==> src/rtl/nvs_pkg.sv <==
package nvs_pkg;

    typedef enum logic [1:0] {
        PWR_HOLD    = 2'd0,
        PWR_RECOVER = 2'd1,
        PWR_RUN     = 2'd2
    } pwr_state_e;

    typedef struct packed {
        logic running;        // reset released, supply good at last edge
        logic release_pulse;  // this edge moves the timer into RUN
    } por_status_t;

    function automatic int unsigned cnt_width(input int unsigned limit);
        return (limit < 2) ? 1 : $clog2(limit);
    endfunction

endpackage

==> src/rtl/nvs_ce_decoder.sv <==
module nvs_ce_decoder #(
    parameter int NUM_CE = 4,
    localparam int SEL_W = (NUM_CE < 2) ? 1 : $clog2(NUM_CE)
) (
    input  logic              ce_n,
    input  logic              pwr_fail,
    input  logic [SEL_W-1:0]  sel,
    output logic [NUM_CE-1:0] ce_out_n
);
    logic enable;
    assign enable = ~ce_n & ~pwr_fail;

    for (genvar i = 0; i < NUM_CE; i++) begin : g_bank
        assign ce_out_n[i] = ~(enable & (sel == SEL_W'(i)));
    end
endmodule

==> src/rtl/nvs_reset_timer.sv <==
module nvs_reset_timer
    import nvs_pkg::*;
#(
    parameter int unsigned T_REC = 200000,
    localparam int unsigned CW = cnt_width(T_REC)
) (
    input  logic        clk,
    input  logic        rst,
    input  logic        pwr_fail,
    output por_status_t status,
    output logic        rst_out_n
);
    pwr_state_e    state;
    logic [CW-1:0] cnt;
    logic          release_evt;

    assign release_evt = (state != PWR_RUN) && !pwr_fail && (cnt == CW'(T_REC - 1));

    always_ff @(posedge clk) begin
        if (rst) begin
            state <= PWR_HOLD;
            cnt   <= '0;
        end else if (pwr_fail) begin
            state <= PWR_HOLD;
            cnt   <= '0;
        end else begin
            case (state)
                PWR_RUN: state <= PWR_RUN;
                default: begin
                    if (release_evt) begin
                        state <= PWR_RUN;
                        cnt   <= '0;
                    end else begin
                        state <= PWR_RECOVER;
                        cnt   <= cnt + CW'(1);
                    end
                end
            endcase
        end
    end

    assign status.running       = (state == PWR_RUN);
    assign status.release_pulse = release_evt;
    assign rst_out_n            = status.running & ~pwr_fail & ~rst;
endmodule

==> src/rtl/nvs_batt_monitor.sv <==
module nvs_batt_monitor
    import nvs_pkg::*;
#(
    parameter int unsigned T_CHK = 32'd1_000_000_000,
    localparam int unsigned CW = cnt_width(T_CHK)
) (
    input  logic        clk,
    input  logic        rst,
    input  logic        pwr_fail,
    input  logic        batt_low_cmp,
    input  por_status_t status,
    output logic        batt_low
);
    logic [CW-1:0] ivl;
    logic          periodic;
    logic          check_now;

    assign periodic  = status.running && !pwr_fail && (ivl == CW'(T_CHK - 1));
    assign check_now = status.release_pulse | periodic;

    always_ff @(posedge clk) begin
        if (rst) begin
            ivl      <= '0;
            batt_low <= 1'b0;
        end else begin
            if (!status.running || pwr_fail || periodic) ivl <= '0;
            else                                         ivl <= ivl + CW'(1);
            if (check_now) batt_low <= batt_low_cmp;
        end
    end
endmodule

==> src/rtl/nvram_supervisor.sv <==
module nvram_supervisor
    import nvs_pkg::*;
#(
    parameter int          NUM_CE = 4,
    parameter int unsigned T_REC  = 200000,
    parameter int unsigned T_CHK  = 32'd1_000_000_000,
    localparam int SEL_W = (NUM_CE < 2) ? 1 : $clog2(NUM_CE)
) (
    input  logic              clk,
    input  logic              rst,
    input  logic              pwr_fail,
    input  logic              batt_low_cmp,
    input  logic              ce_n,
    input  logic [SEL_W-1:0]  sel,
    output logic [NUM_CE-1:0] ce_out_n,
    output logic              rst_out_n,
    output logic              batt_low
);
    por_status_t por;

    nvs_ce_decoder #(.NUM_CE(NUM_CE)) u_dec (
        .ce_n     (ce_n),
        .pwr_fail (pwr_fail),
        .sel      (sel),
        .ce_out_n (ce_out_n)
    );

    nvs_reset_timer #(.T_REC(T_REC)) u_por (
        .clk       (clk),
        .rst       (rst),
        .pwr_fail  (pwr_fail),
        .status    (por),
        .rst_out_n (rst_out_n)
    );

    nvs_batt_monitor #(.T_CHK(T_CHK)) u_batt (
        .clk          (clk),
        .rst          (rst),
        .pwr_fail     (pwr_fail),
        .batt_low_cmp (batt_low_cmp),
        .status       (por),
        .batt_low     (batt_low)
    );
endmodule

==> config.mk <==
export PLATFORM = sky130hd
export DESIGN_NAME = nvram_supervisor
export DESIGN_NICKNAME = d
export VERILOG_FILES = /design/src/rtl/nvs_pkg.sv /design/src/rtl/nvs_ce_decoder.sv /design/src/rtl/nvs_reset_timer.sv /design/src/rtl/nvs_batt_monitor.sv /design/src/rtl/nvram_supervisor.sv
export SDC_FILE = /design/constraint.sdc
export NUM_CORES = 1
export LEC_CHECK = 0
export CAP_MARGIN = 10
export CELL_PAD_IN_SITES_DETAIL_PLACEMENT = 1
export CELL_PAD_IN_SITES_GLOBAL_PLACEMENT = 1
export CORE_MARGIN = 2
export CORE_UTILIZATION = 46
export CTS_CLUSTER_DIAMETER = 50
export DETAILED_ROUTE_END_ITERATION = 8
export HOLD_SLACK_MARGIN = 0.02
export PLACE_DENSITY = 0.87
export SLEW_MARGIN = 40
export SYNTH_ARGS = -nofsm -noshare
export SYNTH_HDL_FRONTEND = slang
export SYNTH_HIERARCHICAL = 1
export SYNTH_SLANG_ARGS = --single-unit
==> constraint.sdc <==
create_clock -name clk -period 2.36 [get_ports clk]
set_clock_uncertainty 0.05 [all_clocks]
set_input_delay 0.354 -clock clk [delete_from_list [all_inputs] [get_ports clk]]
set_output_delay 0.354 -clock clk [all_outputs]
set_load 0.03 [all_outputs]
## After elaboration in Yosys (flattened, before gate mapping)

Index checks and enable logic that the tools add are counted.

| word-level totals | value |
|---|---|
| flip-flop bits (word level) | 51 |
| latch bits | 0 |
| RAM bits | 0 |
| memory bits (read-only) | 0 |
| input port bits | 7 |
| output and inout port bits | 6 |
| logic and storage cells | 44 |
| memories | 0 |

| cells by class | value |
|---|---|
| add/subtract/negate cells | 2 |
| $mul | 0 |
| divide/modulo/power cells | 0 |
| order comparisons | 0 |
| equal/unequal tests | 7 |
| shift operators | 0 |
| muxes and demuxes | 3 |
| bitwise operators | 15 |
| reductions and logical operators | 12 |

Operators by type and width:

| cell | count |
|---|---|
| adder 30 x 1 -> 30 bit (second input constant) | 1 |
| equality test 30 bit (second input constant) | 1 |
| adder 18 x 1 -> 18 bit (second input constant) | 1 |
| equality test 18 bit (second input constant) | 1 |
| 2-to-1 mux 18 bit | 1 |
| bitwise AND 1 bit | 7 |
| inverter 1 bit | 7 |
| equality test 2 bit (second input constant) | 3 |
| logical AND 1 bit | 4 |
| 2-to-1 mux 2 bit | 2 |
| OR reduction 2 bit | 2 |
| OR reduction 3 bit | 1 |
| equality test 2 x 1 -> 1 bit (second input constant) | 1 |
| logical NOT 1 bit | 2 |
| logical NOT 2 bit | 1 |
| logical OR 1 bit | 2 |
| != test 2 bit (second input constant) | 1 |
| OR 1 bit | 1 |

## Logic depth before layout (Yosys ltp)

Gate-level depths: netlist of the first run.

| logic depth | value |
|---|---|
| depth after elaboration | 5 |
| depth in mapped cells | 9 |
| gate-level depth less buffers | 7 |

## Modules after synthesis

Netlist of the first run, hierarchy kept.

Modules (own cells, without submodules):

| module | times used | cells an instance | area an instance (µm²) | seq. area each (µm²) |
|---|---|---|---|---|
| nvs_batt_monitor | 1 | 203 | 1799.2 | 620.6 |
| nvs_reset_timer | 1 | 112 | 955.9 | 400.4 |
| nvs_ce_decoder | 1 | 4 | 38.8 | 0.0 |

## Worst setup path before layout of the first run

Ideal clock, no wire load.

| timing | value |
|---|---|
| kind | reg2reg |
| from | reg u_por.cnt[7] |
| to | reg u_batt.batt_low |
| library setup time | 0.124 ns |
| arrival time | 1.994 ns |
| data required time | 2.186 ns |
| setup slack | 0.192 ns |
| stages on the path, launching flop included | 9 |
| buffers on the path | 1 |
| period minus slack after synthesis | 2.168 ns |
| cell sequence | dfxtp_1 -> or4b_1 -> or4_4 -> nor2_1 -> buf_4 -> nor2b_1 -> a22oi_1 -> a2bb2oi_1 -> mux2i_1 |

| on the way | value |
|---|---|
| cells in the longest elaborated chain, start to end | 3 |

RTL lines:

| what | RTL line | RTL |
|---|---|---|
| start: declaration | nvs_reset_timer.sv:14 | `logic [CW-1:0] cnt;` |
| start signal: assignment | nvs_reset_timer.sv:35 | `cnt <= cnt + CW'(1);` |
| equality test 18 bit | nvs_reset_timer.sv:17 | `assign release_evt = (state != PWR_RUN) && !pwr_fail && (cnt == CW'(T_REC - 1));` |
| logical AND 1 bit | nvs_reset_timer.sv:17 |  |
| net u_por.release_evt | nvs_reset_timer.sv:15 | `logic release_evt;` |
| OR 1 bit | nvs_batt_monitor.sv:19 | `assign check_now = status.release_pulse \| periodic;` |
| end signal: assignment | nvs_batt_monitor.sv:28 | `if (check_now) batt_low <= batt_low_cmp;` |
| end: declaration | nvs_batt_monitor.sv:12 | `output logic batt_low` |

The timed path passes the listed nets, and every way through them passes these cells.
A chain may end at the register's enable or synchronous reset.

==> reports/metrics.cfg, run 1 <==
[critical_path]
critPathArrivalTime_ns = 2.45
cpPeakStageDelay_ns = 0.58
start_kind = register
critPathMaxFanout = 5
critPathKind = register to register
required_ns = 2.50
slowest_stage = or4_4
cp_cell_sequence = or4bb_1 -> or4_4 -> nor2_4 -> nor2b_1 -> a22oi_1 -> a2bb2oi_1 -> mux2i_1
timing.rr.start = u_por/cnt[6]$_SDFFE_PP0N_
crit_start = u_por/cnt[6]$_SDFFE_PP0N_
r2r_cells = 7
end_kind = register

[synthesis]
synth-async-reset-ratio = 0
yosysSeqAreaShare = 0.365
syn_area_um2 = 2790
synth-seq-cells = 51
synth_top_flop_cell = dfxtp_1
synth_edf_count = 0
ys_warn_count = 6
ys_types = 61
synth_cells = 319
synth_nets = 328
avgSynthCellArea_um2 = 8.76

[min_path]
min-delay-start = u_batt/ivl[0]$_SDFF_PP0_
hold_path.class = register to register
whs_path_depth = 1

[layout]
drive_above_1_share = 0.160
area_growth_pct = 12.7
final_common_cell = dfxtp_1
fin_nets = 345
most-common-layout-cells = dfxtp_1 (49), nand2_1 (28), buf_4 (20), nor2_1 (18), nand4_1 (17)
antenna_cells = 0

[route]
wl_met3_um = 213
wl_um = 7260
top_layer = met4
wl_met2_um = 3320
drcViolationCount = 0
num_vias = 2528
vias_per_cell = 6.14
first_iter_violations = 95
wl_met1_um = 3610
ant_nets = 0
first_pass_iters = 4
wire_per_inst_um = 17.6

[timing]
worst_pin_slew_ns = 0.424
max-slew-margin-rel = 0.716
setup_slack_ns = 0.0512
period_minus_slack_ns = 2.31
post-route-period-util = 0.978
setup_viol = 0
fmax_mhz = 433
slew_viol_final = 0
hold_slack_ns = 0.459
hold_viol = 0

[placed_design]
hpwl_um = 5420
port_buffers = 12
place.gp.congestion = 0.894
pre_cts_slack_ns = -0.363

[clock_network]
cts_tree = built
cts_sinks = 51
clkTransAtPathRegs_ns = 0.09
cts_buffer_depth = 2
root_buffer = clkbuf_8
insertion_delay_ns = 0.31
numCtsBuffers = 5
cts_max_level = 2

[power]
ir_worst_vdd_uv = 348
leakage_nw = 0.940
power_per_cell_area_nw_per_um2 = 487

[floorplan]
start_util = 0.475
num_rows = 28
core_area_um2 = 5890
die_area_um2 = 6710
die_y_um = 81.9
ios = 13
fp.dieW_um = 81.9

[global_routing]
grt_util_all_layers = 0.235
antenna_found_initial = 0
grt_max_degree = 19
grt_overflow = 0
grt_pass1_vias = 2474
grt_pass1_wl_um = 12100

[status]
run_status = finished clean

[run]
drv_cap = 0

[cells in the mapped netlist, types with 2 or more instances]
library cell  instances  area [um^2]
nor4b_1               2         17.5
or2_2                 2         12.5
nand3_1              14         70.1
xnor2_1               5         43.8
or3_1                12         75.1
clkbuf_1              8         30.0
buf_4                 7         52.6
or4_1                12         90.1
or4_4                 2         22.5
and3_1                7         43.8
nand2_1              28          105
nor3_1               11         55.1
dfxtp_1              51         1020
a211oi_2              4         50.1
a21oi_1              11         55.1
or4b_1                4         40.0
and4_2                2         20.0
a2bb2oi_1             2         17.5
o21ai_0              11         55.1
nor2_1               19         71.3
and2_1                2         12.5
buf_2                 3         15.0
and4_1                5         43.8
ha_1                  2         25.0
nand3_2               2         20.0
nand4_1              17          106
nor4_1                5         31.3
o31ai_1              12         90.1
inv_1                 4         15.0
nand2b_1              2         12.5
a211oi_1              9         67.6
xor2_1               13          114
[through the flow]
step,utilization,instance area [um^2],cells,setup TNS [ns],total power [W]
2_1_floorplan,-,2790,319,0,0.000901
6_report,0.535,3150,412,0,0.00153
4_1_cts,0.532,3130,411,0,0.00156
5_1_grt,0.535,3150,412,-0.0181,0.00160
3_3_place_gp,0.512,3010,403,-1.89,0.000923
3_5_place_dp,0.512,3010,403,-2.89,0.000925
[worst max-delay path, delay by kind of cell, from the launching register on]
kind               cells  cell delay [ns]
AOI/OAI and AO/OA      2             0.37
DFF                    1             0.35
muxes                  1             0.09
and+or+nand+nor        4             1.33
[power by group]
| part | switching, W | leakage, nW | internal, W | total [W] |
|---|---|---|---|---|
| combinational | 0.0000190 | 0.467 | 0.0000198 | 0.0000387 |
| sequential | 0.00000203 | 0.412 | 0.000862 | 0.000864 |
| clock | 0.000286 | 0.0612 | 0.000343 | 0.000629 |
| total | 0.000307 | 0.940 | 0.00123 | 0.00153 |
[repair_timing]
item,CTS,global route
setup endpoints to repair,4,1
pin swaps,0,5
gates resized for setup,4,4
buffers inserted,0,1
hold buffers,0,0
cloned,0,0
[cell type report]
cell class	count	area [um^2]
clock buffers	6	82.6
well taps	75	93.8
inverters	4	15.0
repair buffers	31	259
flip-flops and latches	51	1020
fillers	724	2740
clock inverters	2	35.0
multi-input cells	243	1640
[routing by layer]
| layer | global-route usage | vias to the layer above |
|---|---|---|
| met4 | 0.0783 | 0 |
| li1 | - | 1251 |
| met1 | 0.336 | 1230 |
| met2 | 0.360 | 36 |
| met3 | 0.0352 | 11 |
| met5 | 0 | - |
[state kept, by name (all words and copies together), names as in the netlist]
signal	count
u_por/cnt	18
u_batt/batt_low	1
u_batt/ivl	30
u_por/state	2
[final timing paths]
kind	end	slack, ns
max	u_batt/batt_low$_SDFFE_PP0P_	0.05
min	u_batt/ivl[0]$_SDFF_PP0_	0.46
max reg2reg	u_batt/batt_low$_SDFFE_PP0P_	0.05
min reg2reg	u_batt/ivl[0]$_SDFF_PP0_	0.46
[logic make-up (layout without fill, tap and decap cells)]
group                      Yosys count  count (layout)  synth area share
adders and majority gates            2               2           0.00896
xor gates and xnor gates            18              18            0.0564
muxes                                2               2           0.00761
DFF                                 51              51             0.365
and+or+nand+nor                    161             161             0.355
buffers and inverters               25              43            0.0528
AOI/OAI and AO/OA                   60              60             0.154
Note: power is estimated with default switching activity, not from simulation.
==> run 2: changes to the inputs <==
--- a/config.mk
+++ b/config.mk
@@ -9,13 +9,13 @@
 export CELL_PAD_IN_SITES_DETAIL_PLACEMENT = 1
 export CELL_PAD_IN_SITES_GLOBAL_PLACEMENT = 1
 export CORE_MARGIN = 2
-export CORE_UTILIZATION = 46
+export CORE_UTILIZATION = 25
 export CTS_CLUSTER_DIAMETER = 50
 export DETAILED_ROUTE_END_ITERATION = 8
+export GPL_TIMING_DRIVEN = 0
 export HOLD_SLACK_MARGIN = 0.02
-export PLACE_DENSITY = 0.87
+export PLACE_DENSITY = 0.56
 export SLEW_MARGIN = 40
 export SYNTH_ARGS = -nofsm -noshare
 export SYNTH_HDL_FRONTEND = slang
-export SYNTH_HIERARCHICAL = 1
 export SYNTH_SLANG_ARGS = --single-unit
==> reports/metrics.cfg, run 2 <==
[min_path]
whs_path_depth = 1  ; unchanged
min_to = u_batt.ivl[0]$_SDFF_PP0_  ; was u_batt/ivl[0]$_SDFF_PP0_
hold_path.class = register to register  ; unchanged
min-delay-start = u_batt.ivl[0]$_SDFF_PP0_  ; was u_batt/ivl[0]$_SDFF_PP0_

[floorplan]
num_rows = 35  ; was 28
start_util = 0.257  ; was 0.475
ios = 13  ; unchanged
fp.dieW_um = 101  ; was 81.9 um
core_area_um2 = 9240  ; was 5890 um^2
die_y_um = 101  ; was 81.9 um
die_area_um2 = 10300  ; was 6710 um^2

[power]
finalPower_w = 0.00154  ; was 0.00153 W
leakage_nw = 0.942  ; was 0.940 nW
power_per_cell_area_nw_per_um2 = 548  ; was 487 nW/um^2
ir_worst_vdd_uv = 182  ; was 348 uV

[timing]
post-route-period-util = 0.904  ; was 0.978
period_minus_slack_ns = 2.13  ; was 2.31 ns
rsz0062_at_grt = false
hold_viol = 0  ; unchanged
worst_pin_slew_ns = 0.569  ; was 0.424 ns
setup_viol = 0  ; unchanged
slew_viol_final = 0  ; unchanged
fmax_mhz = 469  ; was 433 MHz
max-slew-margin-rel = 0.618  ; was 0.716

[critical_path]
required_ns = 1.96  ; was 2.50 ns
cpPeakStageDelay_ns = 0.50  ; was 0.58 ns
critPathArrivalTime_ns = 1.73  ; was 2.45 ns
timing.rr.start = u_por.cnt[6]$_SDFFE_PP0N_  ; was u_por/cnt[6]$_SDFFE_PP0N_
r2r_slack_ns = 0.28  ; was 0.05 ns
critPathKind = input pin to primary output  ; was register to register
rr_endpoint = u_por.cnt[17]$_SDFFE_PP0N_  ; was u_batt/batt_low$_SDFFE_PP0P_
critPathTopFamily = buffers and inverters  ; was simple AND/OR/NAND/NOR gates
end_kind = primary output  ; was register
r2r_cells = 5  ; was 7
crit_buf_inv = 3  ; was 0
cp_cell_sequence = clkdlybuf4s50_1 -> nor2_4 -> nand2_1 -> inv_2 -> clkdlybuf4s15_2  ; was or4bb_1 -> or4_4 -> nor2_4 -> nor2b_1 -> a22oi_1 -> a2bb2oi_1 -> mux2i_1
slowest_stage = clkdlybuf4s50_1  ; was or4_4
start_kind = input pin  ; was register
critPathMaxFanout = 10  ; was 5

[synthesis]
synth-async-reset-ratio = 0  ; unchanged
synth_top_area_cell = dfxtp_1  ; unchanged
synth_top_area_frac = 0.430  ; was 0.365
synth_nets = 277  ; was 328
ys_types = 43  ; was 61
yosysSeqAreaShare = 0.430  ; was 0.365
synth_cells = 268  ; was 319
avgSynthCellArea_um2 = 8.86  ; was 8.76 um^2
syn_area_um2 = 2370  ; was 2790 um^2
synth-seq-cells = 51  ; unchanged
ys_warn_count = 0  ; was 6
netlist_top_cells_count = dfxtp_1 (51), nor2_1 (51), xor2_1 (28)  ; was dfxtp_1 (51), nand2_1 (28), nor2_1 (19)
ys_top_cells_by_area = dfxtp_1 (43%), xor2_1 (10%), nor2_1 (8.1%)  ; was dfxtp_1 (37%), xor2_1 (4.1%), nand4_1 (3.8%)
synth_edf_count = 0  ; unchanged
synth_top_flop_cell = dfxtp_1  ; unchanged

[clock_network]
cts_buffer_depth = 2  ; unchanged
root_buffer = clkbuf_8  ; unchanged
cts_max_level = 2  ; unchanged
cts_sinks = 51  ; unchanged
hold_buffers = 0  ; unchanged
numCtsBuffers = 5  ; unchanged
cts_tree = built  ; unchanged
clkTransAtPathRegs_ns = 0.09  ; about the same
insertion_delay_ns = 0.31  ; about the same

[layout]
drive_above_1_share = 0.107  ; was 0.160
largest_reg_flops = 30  ; unchanged
final_common_cell = dfxtp_1  ; unchanged
antenna_cells = 0  ; unchanged
max_flop_register = u_batt.ivl  ; was u_batt/ivl
area_growth_pct = 18.3  ; was 12.7%
fillCellCount = 1098  ; was 724
fin_nets = 297  ; was 345
reg.largest.list = u_batt.ivl: 30 flops, u_por.cnt: 18 flops, u_por.state: 2 flops  ; was u_batt/ivl: 30 flops, u_por/cnt: 18 flops, u_por/state: 2 flops
final_cells = 418  ; was 412
most-common-layout-cells = dfxtp_1 (51), nor2_1 (50), xor2_1 (28), nand2_1 (22), nand3_1 (18)  ; was dfxtp_1 (49), nand2_1 (28), buf_4 (20), nor2_1 (18), nand4_1 (17)

[status]
run_status = finished clean  ; unchanged

[route]
first_pass_iters = 4  ; unchanged
vias_per_cell = 4.71  ; was 6.14
num_vias = 1967  ; was 2528
ant_nets = 0  ; unchanged
wl_um = 5580  ; was 7260 um
wire_per_inst_um = 13.3  ; was 17.6 um
drcViolationCount = 0  ; unchanged
first_iter_violations = 46  ; was 95

[global_routing]
grt_overflow = 0  ; unchanged
grt_util_all_layers = 0.120  ; was 0.235
grt_pass1_vias = 1982  ; was 2474
grt_max_degree = 16  ; was 19
grt_pass1_wl_um = 9840  ; was 12100 um
antenna_found_initial = 0  ; unchanged

[run]
drv_cap = 0  ; unchanged

[placed_design]
port_buffers = 12  ; unchanged
hpwl_um = 4150  ; was 5420 um
place.gp.congestion = 0.725  ; was 0.894
dp_cells = 409  ; was 403

==> run 2: what timing repair did <==
| action | 4_1_cts | 5_1_grt |
|---|---|---|
| pin swaps | 1 | 2 |
| endpoints found under the setup margin | 22 | 26 |
| setup buffers | 0 | 1 |
| resized for setup | 10 | 4 |
==> run 2: worst max path at each step <==
stage,start,end,slack [ns],cells past startpoint
6_report,rst,rst_out_n,0.23,5
5_1_grt,u_batt.ivl[0]$_SDFF_PP0_,u_batt.ivl[28]$_SDFF_PP0_,0.06,6
4_1_cts,pwr_fail,rst_out_n,-0.02,5
3_5_place_dp,pwr_fail,rst_out_n,-0.71,5
3_3_place_gp,pwr_fail,rst_out_n,-0.67,5
2_1_floorplan,u_batt.ivl[0]$_SDFF_PP0_,u_batt.ivl[28]$_SDFF_PP0_,0.47,6
==> run 2: metrics by stage <==
stage | worst slack, ns | utilization | cell area [um^2] | TNS, ns | hold WS [ns]
after floorplan | 0.467 | - | 2370 | 0 | 0.380
after global placement | -0.673 | 0.287 | 2660 | -8.79 | 0.406
after detailed placement | -0.714 | 0.287 | 2660 | -10.44 | 0.404
after CTS | -0.0212 | 0.301 | 2780 | -0.0212 | 0.436
after global routing | 0.0596 | 0.304 | 2810 | 0 | 0.473
final | 0.227 | 0.304 | 2810 | 0 | 0.434
==> run 2: cell families after synthesis <==
| kind of cell | synth area share |
|---|---|
| flip-flops | 0.430 |
| multiplexers | 0.0132 |
| buffers and inverters | 0.0132 |
| adder cells (fa/ha/maj) | 0.0105 |
| XOR/XNOR | 0.137 |
| AND/OR/NAND/NOR | 0.349 |
| AO/OA/AOI/OAI | 0.0469 |
==> run 2: cell type report <==
cell class / instances / area, um^2 / area share
flip-flops and latches: 51 / 1020 / 0.364
clock buffers: 6 / 82.6 / 0.0294
multi-input cells: 209 / 1350 / 0.480
repair buffers: 13 / 128 / 0.0455
well taps: 129 / 161 / 0.0575
clock inverters: 2 / 35.0 / 0.0125
inverters: 5 / 18.8 / 0.00668
plain buffers: 3 / 15.0 / 0.00535
==> run 2: metal layers <==
layer	routed length (um)	up-vias	track usage
met3	91	5	0.0228
met1	2750	971	0.161
met5	0	-	0
met4	55	0	0.0343
li1	-	982	-
met2	2680	9	0.197
==> run 2: worst reg2reg max path, delay by kind of cell, from the launching register on <==
kind / cells / cell delay [ns]
AO/OA/AOI/OAI: 2 / 0.52
AND/OR/NAND/NOR: 2 / 0.78
flip-flops: 1 / 0.37
multiplexers: 1 / 0.25
==> run 2: power breakdown <==
part           switching [W]  internal (W)  leakage [nW]  total [W]
clock               0.000290      0.000344        0.0612   0.000633
sequential        0.00000245      0.000862         0.411   0.000865
combinational      0.0000211     0.0000188         0.470  0.0000400
==> run 3: changes to the inputs <==
--- a/config.mk
+++ b/config.mk
@@ -10,9 +10,8 @@
 export CELL_PAD_IN_SITES_GLOBAL_PLACEMENT = 1
 export CORE_MARGIN = 2
 export CORE_UTILIZATION = 25
-export CTS_CLUSTER_DIAMETER = 50
+export CTS_CLUSTER_DIAMETER = 150
 export DETAILED_ROUTE_END_ITERATION = 8
-export GPL_TIMING_DRIVEN = 0
 export HOLD_SLACK_MARGIN = 0.02
 export PLACE_DENSITY = 0.56
 export SLEW_MARGIN = 40
==> reports/metrics.cfg, run 3 (synthesis gave the netlist of run 2 again) <==
[placed_design]
hpwl_um = 4090  ; was 4150 um
pre_cts_slack_ns = -0.00384  ; was -0.714 ns
place.gp.congestion = 0.733  ; was 0.725
port_buffers = 12  ; unchanged

[layout]
antenna_cells = 0  ; unchanged
reg.largest.list = u_batt.ivl: 30 flops, u_por.cnt: 18 flops, u_por.state: 2 flops  ; unchanged
most-common-layout-cells = nor2_1 (51), dfxtp_1 (51), xor2_1 (28), nand2_1 (23), nand3_1 (19)  ; was dfxtp_1 (51), nor2_1 (50), xor2_1 (28), nand2_1 (22), nand3_1 (18)
final_util = 0.307  ; was 0.304
fillCellCount = 1117  ; was 1098
fin_nets = 301  ; was 297
max_flop_register = u_batt.ivl  ; unchanged
drive_above_1_share = 0.102  ; was 0.107
area_growth_pct = 19.3  ; was 18.3%
largest_reg_flops = 30  ; unchanged

[timing]
worst_pin_slew_ns = 0.500  ; was 0.569 ns
tns_ns = 0  ; unchanged
hold_slack_ns = 0.424  ; was 0.434 ns
rsz0062_at_grt = false  ; unchanged
slew_viol_final = 0  ; unchanged
hold_viol = 0  ; unchanged
fmax_mhz = 451  ; was 469 MHz
period_minus_slack_ns = 2.22  ; was 2.13 ns
setup_slack_ns = 0.142  ; was 0.227 ns
post-route-period-util = 0.940  ; was 0.904
max-slew-margin-rel = 0.664  ; was 0.618
setup_viol = 0  ; unchanged

[critical_path]
critPathArrivalTime_ns = 1.81  ; was 1.73 ns
crit_buf_inv = 3  ; unchanged
critPathMaxFanout = 6  ; was 10
cp_cell_sequence = clkdlybuf4s50_1 -> buf_4 -> nor2_1 -> nand3b_1 -> clkdlybuf4s50_1  ; was clkdlybuf4s50_1 -> nor2_4 -> nand2_1 -> inv_2 -> clkdlybuf4s15_2
start_kind = input pin  ; unchanged
slowest_stage = clkdlybuf4s50_1  ; unchanged
critPathTopFamily = buffers and inverters  ; unchanged
critPathKind = input pin to primary output  ; unchanged
end_kind = primary output  ; unchanged
cpPeakStageDelay_ns = 0.60  ; was 0.50 ns
cpMostUsedCell = clkdlybuf4s50_1
required_ns = 1.96  ; about the same

[power]
ir_worst_vdd_uv = 214  ; was 182 uV
power.internal_w = 0.00123  ; was 0.00122 W
switchingPower_w = 0.000321  ; was 0.000313 W
finalPower_w = 0.00155  ; was 0.00154 W
power_per_cell_area_nw_per_um2 = 546  ; was 548 nW/um^2
clockPowerShare = 0.416  ; was 0.412
combPwrFrac = 0.026  ; about the same
p_sw_frac = 0.208  ; was 0.204
seq_power_share = 0.558  ; was 0.562
leakage_nw = 0.969  ; was 0.942 nW

[clock_network]
numCtsBuffers = 5  ; unchanged
hold_buffers = 0  ; unchanged
root_buffer = clkbuf_8  ; unchanged
clkTransAtPathRegs_ns = 0.09  ; about the same
insertion_delay_ns = 0.31  ; about the same
cts_max_level = 2  ; unchanged
cts_tree = built  ; unchanged
cts_buffer_depth = 2  ; unchanged
cts_sinks = 51  ; unchanged

[floorplan]
ios = 13  ; unchanged
fp.dieW_um = 101  ; unchanged
start_util = 0.257  ; unchanged
core_area_um2 = 9240  ; unchanged
num_rows = 35  ; unchanged
die_area_um2 = 10300  ; unchanged
die_y_um = 101  ; unchanged

[route]
num_vias = 1960  ; was 1967
vias_per_cell = 4.64  ; was 4.71
first_iter_violations = 48  ; was 46
first_pass_iters = 4  ; unchanged
wl_um = 5490  ; was 5580 um
ant_nets = 0  ; unchanged
drcViolationCount = 0  ; unchanged
wire_per_inst_um = 13.0  ; was 13.3 um

[global_routing]
grt_max_degree = 26  ; was 16
grt_overflow = 0  ; unchanged
antenna_found_initial = 0  ; unchanged
grt_pass1_vias = 1922  ; was 1982
grt_pass1_wl_um = 9870  ; was 9840 um
grt_util_all_layers = 0.119  ; was 0.120

[min_path]
hold_path.class = register to register  ; unchanged

[run]
drv_cap = 0  ; unchanged

[status]
run_status = finished clean  ; unchanged

run 3: changes by cell type in the layout (fill, tap and decap cells not counted), sizes merged:
cell,previous run,this run
buf,2,9
clkdlybuf4s50,7,10
dlygate4sd2,3,0
clkbuf,8,6
clkdlybuf4s15,1,0
run 3: what timing repair did:
item,CTS,global route
buffers inserted,0,0
setup endpoints to repair,0,1
gates resized for setup,0,1
run 3: worst reg2reg max path, stage by stage (launching register included):
cell	delay [ns]
dfxtp_1	0.36
or4_1	0.56
nor3_2	0.22
a31oi_2	0.24
a31o_1	0.28
mux2_2	0.26
run 3: power by group through the flow:
stage          sequential [W]  combinational [W]  clock [W]
2_1_floorplan        0.000884          0.0000172          0
5_1_grt              0.000865          0.0000447   0.000705
3_5_place_dp         0.000885          0.0000407          0
6_report             0.000864          0.0000402   0.000643
4_1_cts              0.000865          0.0000410   0.000672
3_3_place_gp         0.000885          0.0000400          0
run 3: path summary, 6_finish.rpt:
| kind | slack [ns] | start | cells after the start | end |
|---|---|---|---|---|
| setup / recovery | 0.14 | pwr_fail | 5 | ce_out_n[1] |
| setup reg to reg | 0.31 | u_por.cnt[6]$_SDFFE_PP0N_ | 5 | u_por.cnt[17]$_SDFFE_PP0N_ |
| hold / removal | 0.42 | u_batt.ivl[0]$_SDFF_PP0_ | 1 | u_batt.ivl[0]$_SDFF_PP0_ |
| hold reg to reg | 0.42 | u_batt.ivl[0]$_SDFF_PP0_ | 1 | u_batt.ivl[0]$_SDFF_PP0_ |
run 3: cell type report:
class / instances / area [um^2] / share of cell area
Clock buffer: 6 / 82.6 / 0.0292
Clock inverter: 2 / 35.0 / 0.0124
Inverter: 5 / 18.8 / 0.00663
Multi-Input combinational cell: 209 / 1320 / 0.466
Sequential cell: 51 / 1020 / 0.360
Tap cell: 129 / 161 / 0.0570
Timing Repair Buffer: 20 / 193 / 0.0680
run 3: per-layer routing:
layer	track usage	share of wire	routed length, um
met3	0.0228	0.014	77
met1	0.176	0.55	3030
met4	0.0312	0.011	63
met2	0.176	0.42	2310
met5	0	0	0
run 3: metrics by stage:
step,cell area [um^2],cells
detailed placement,2710,414
floorplan,2370,268
global route,2830,422
finish,2830,422
global placement,2710,414
CTS,2830,422
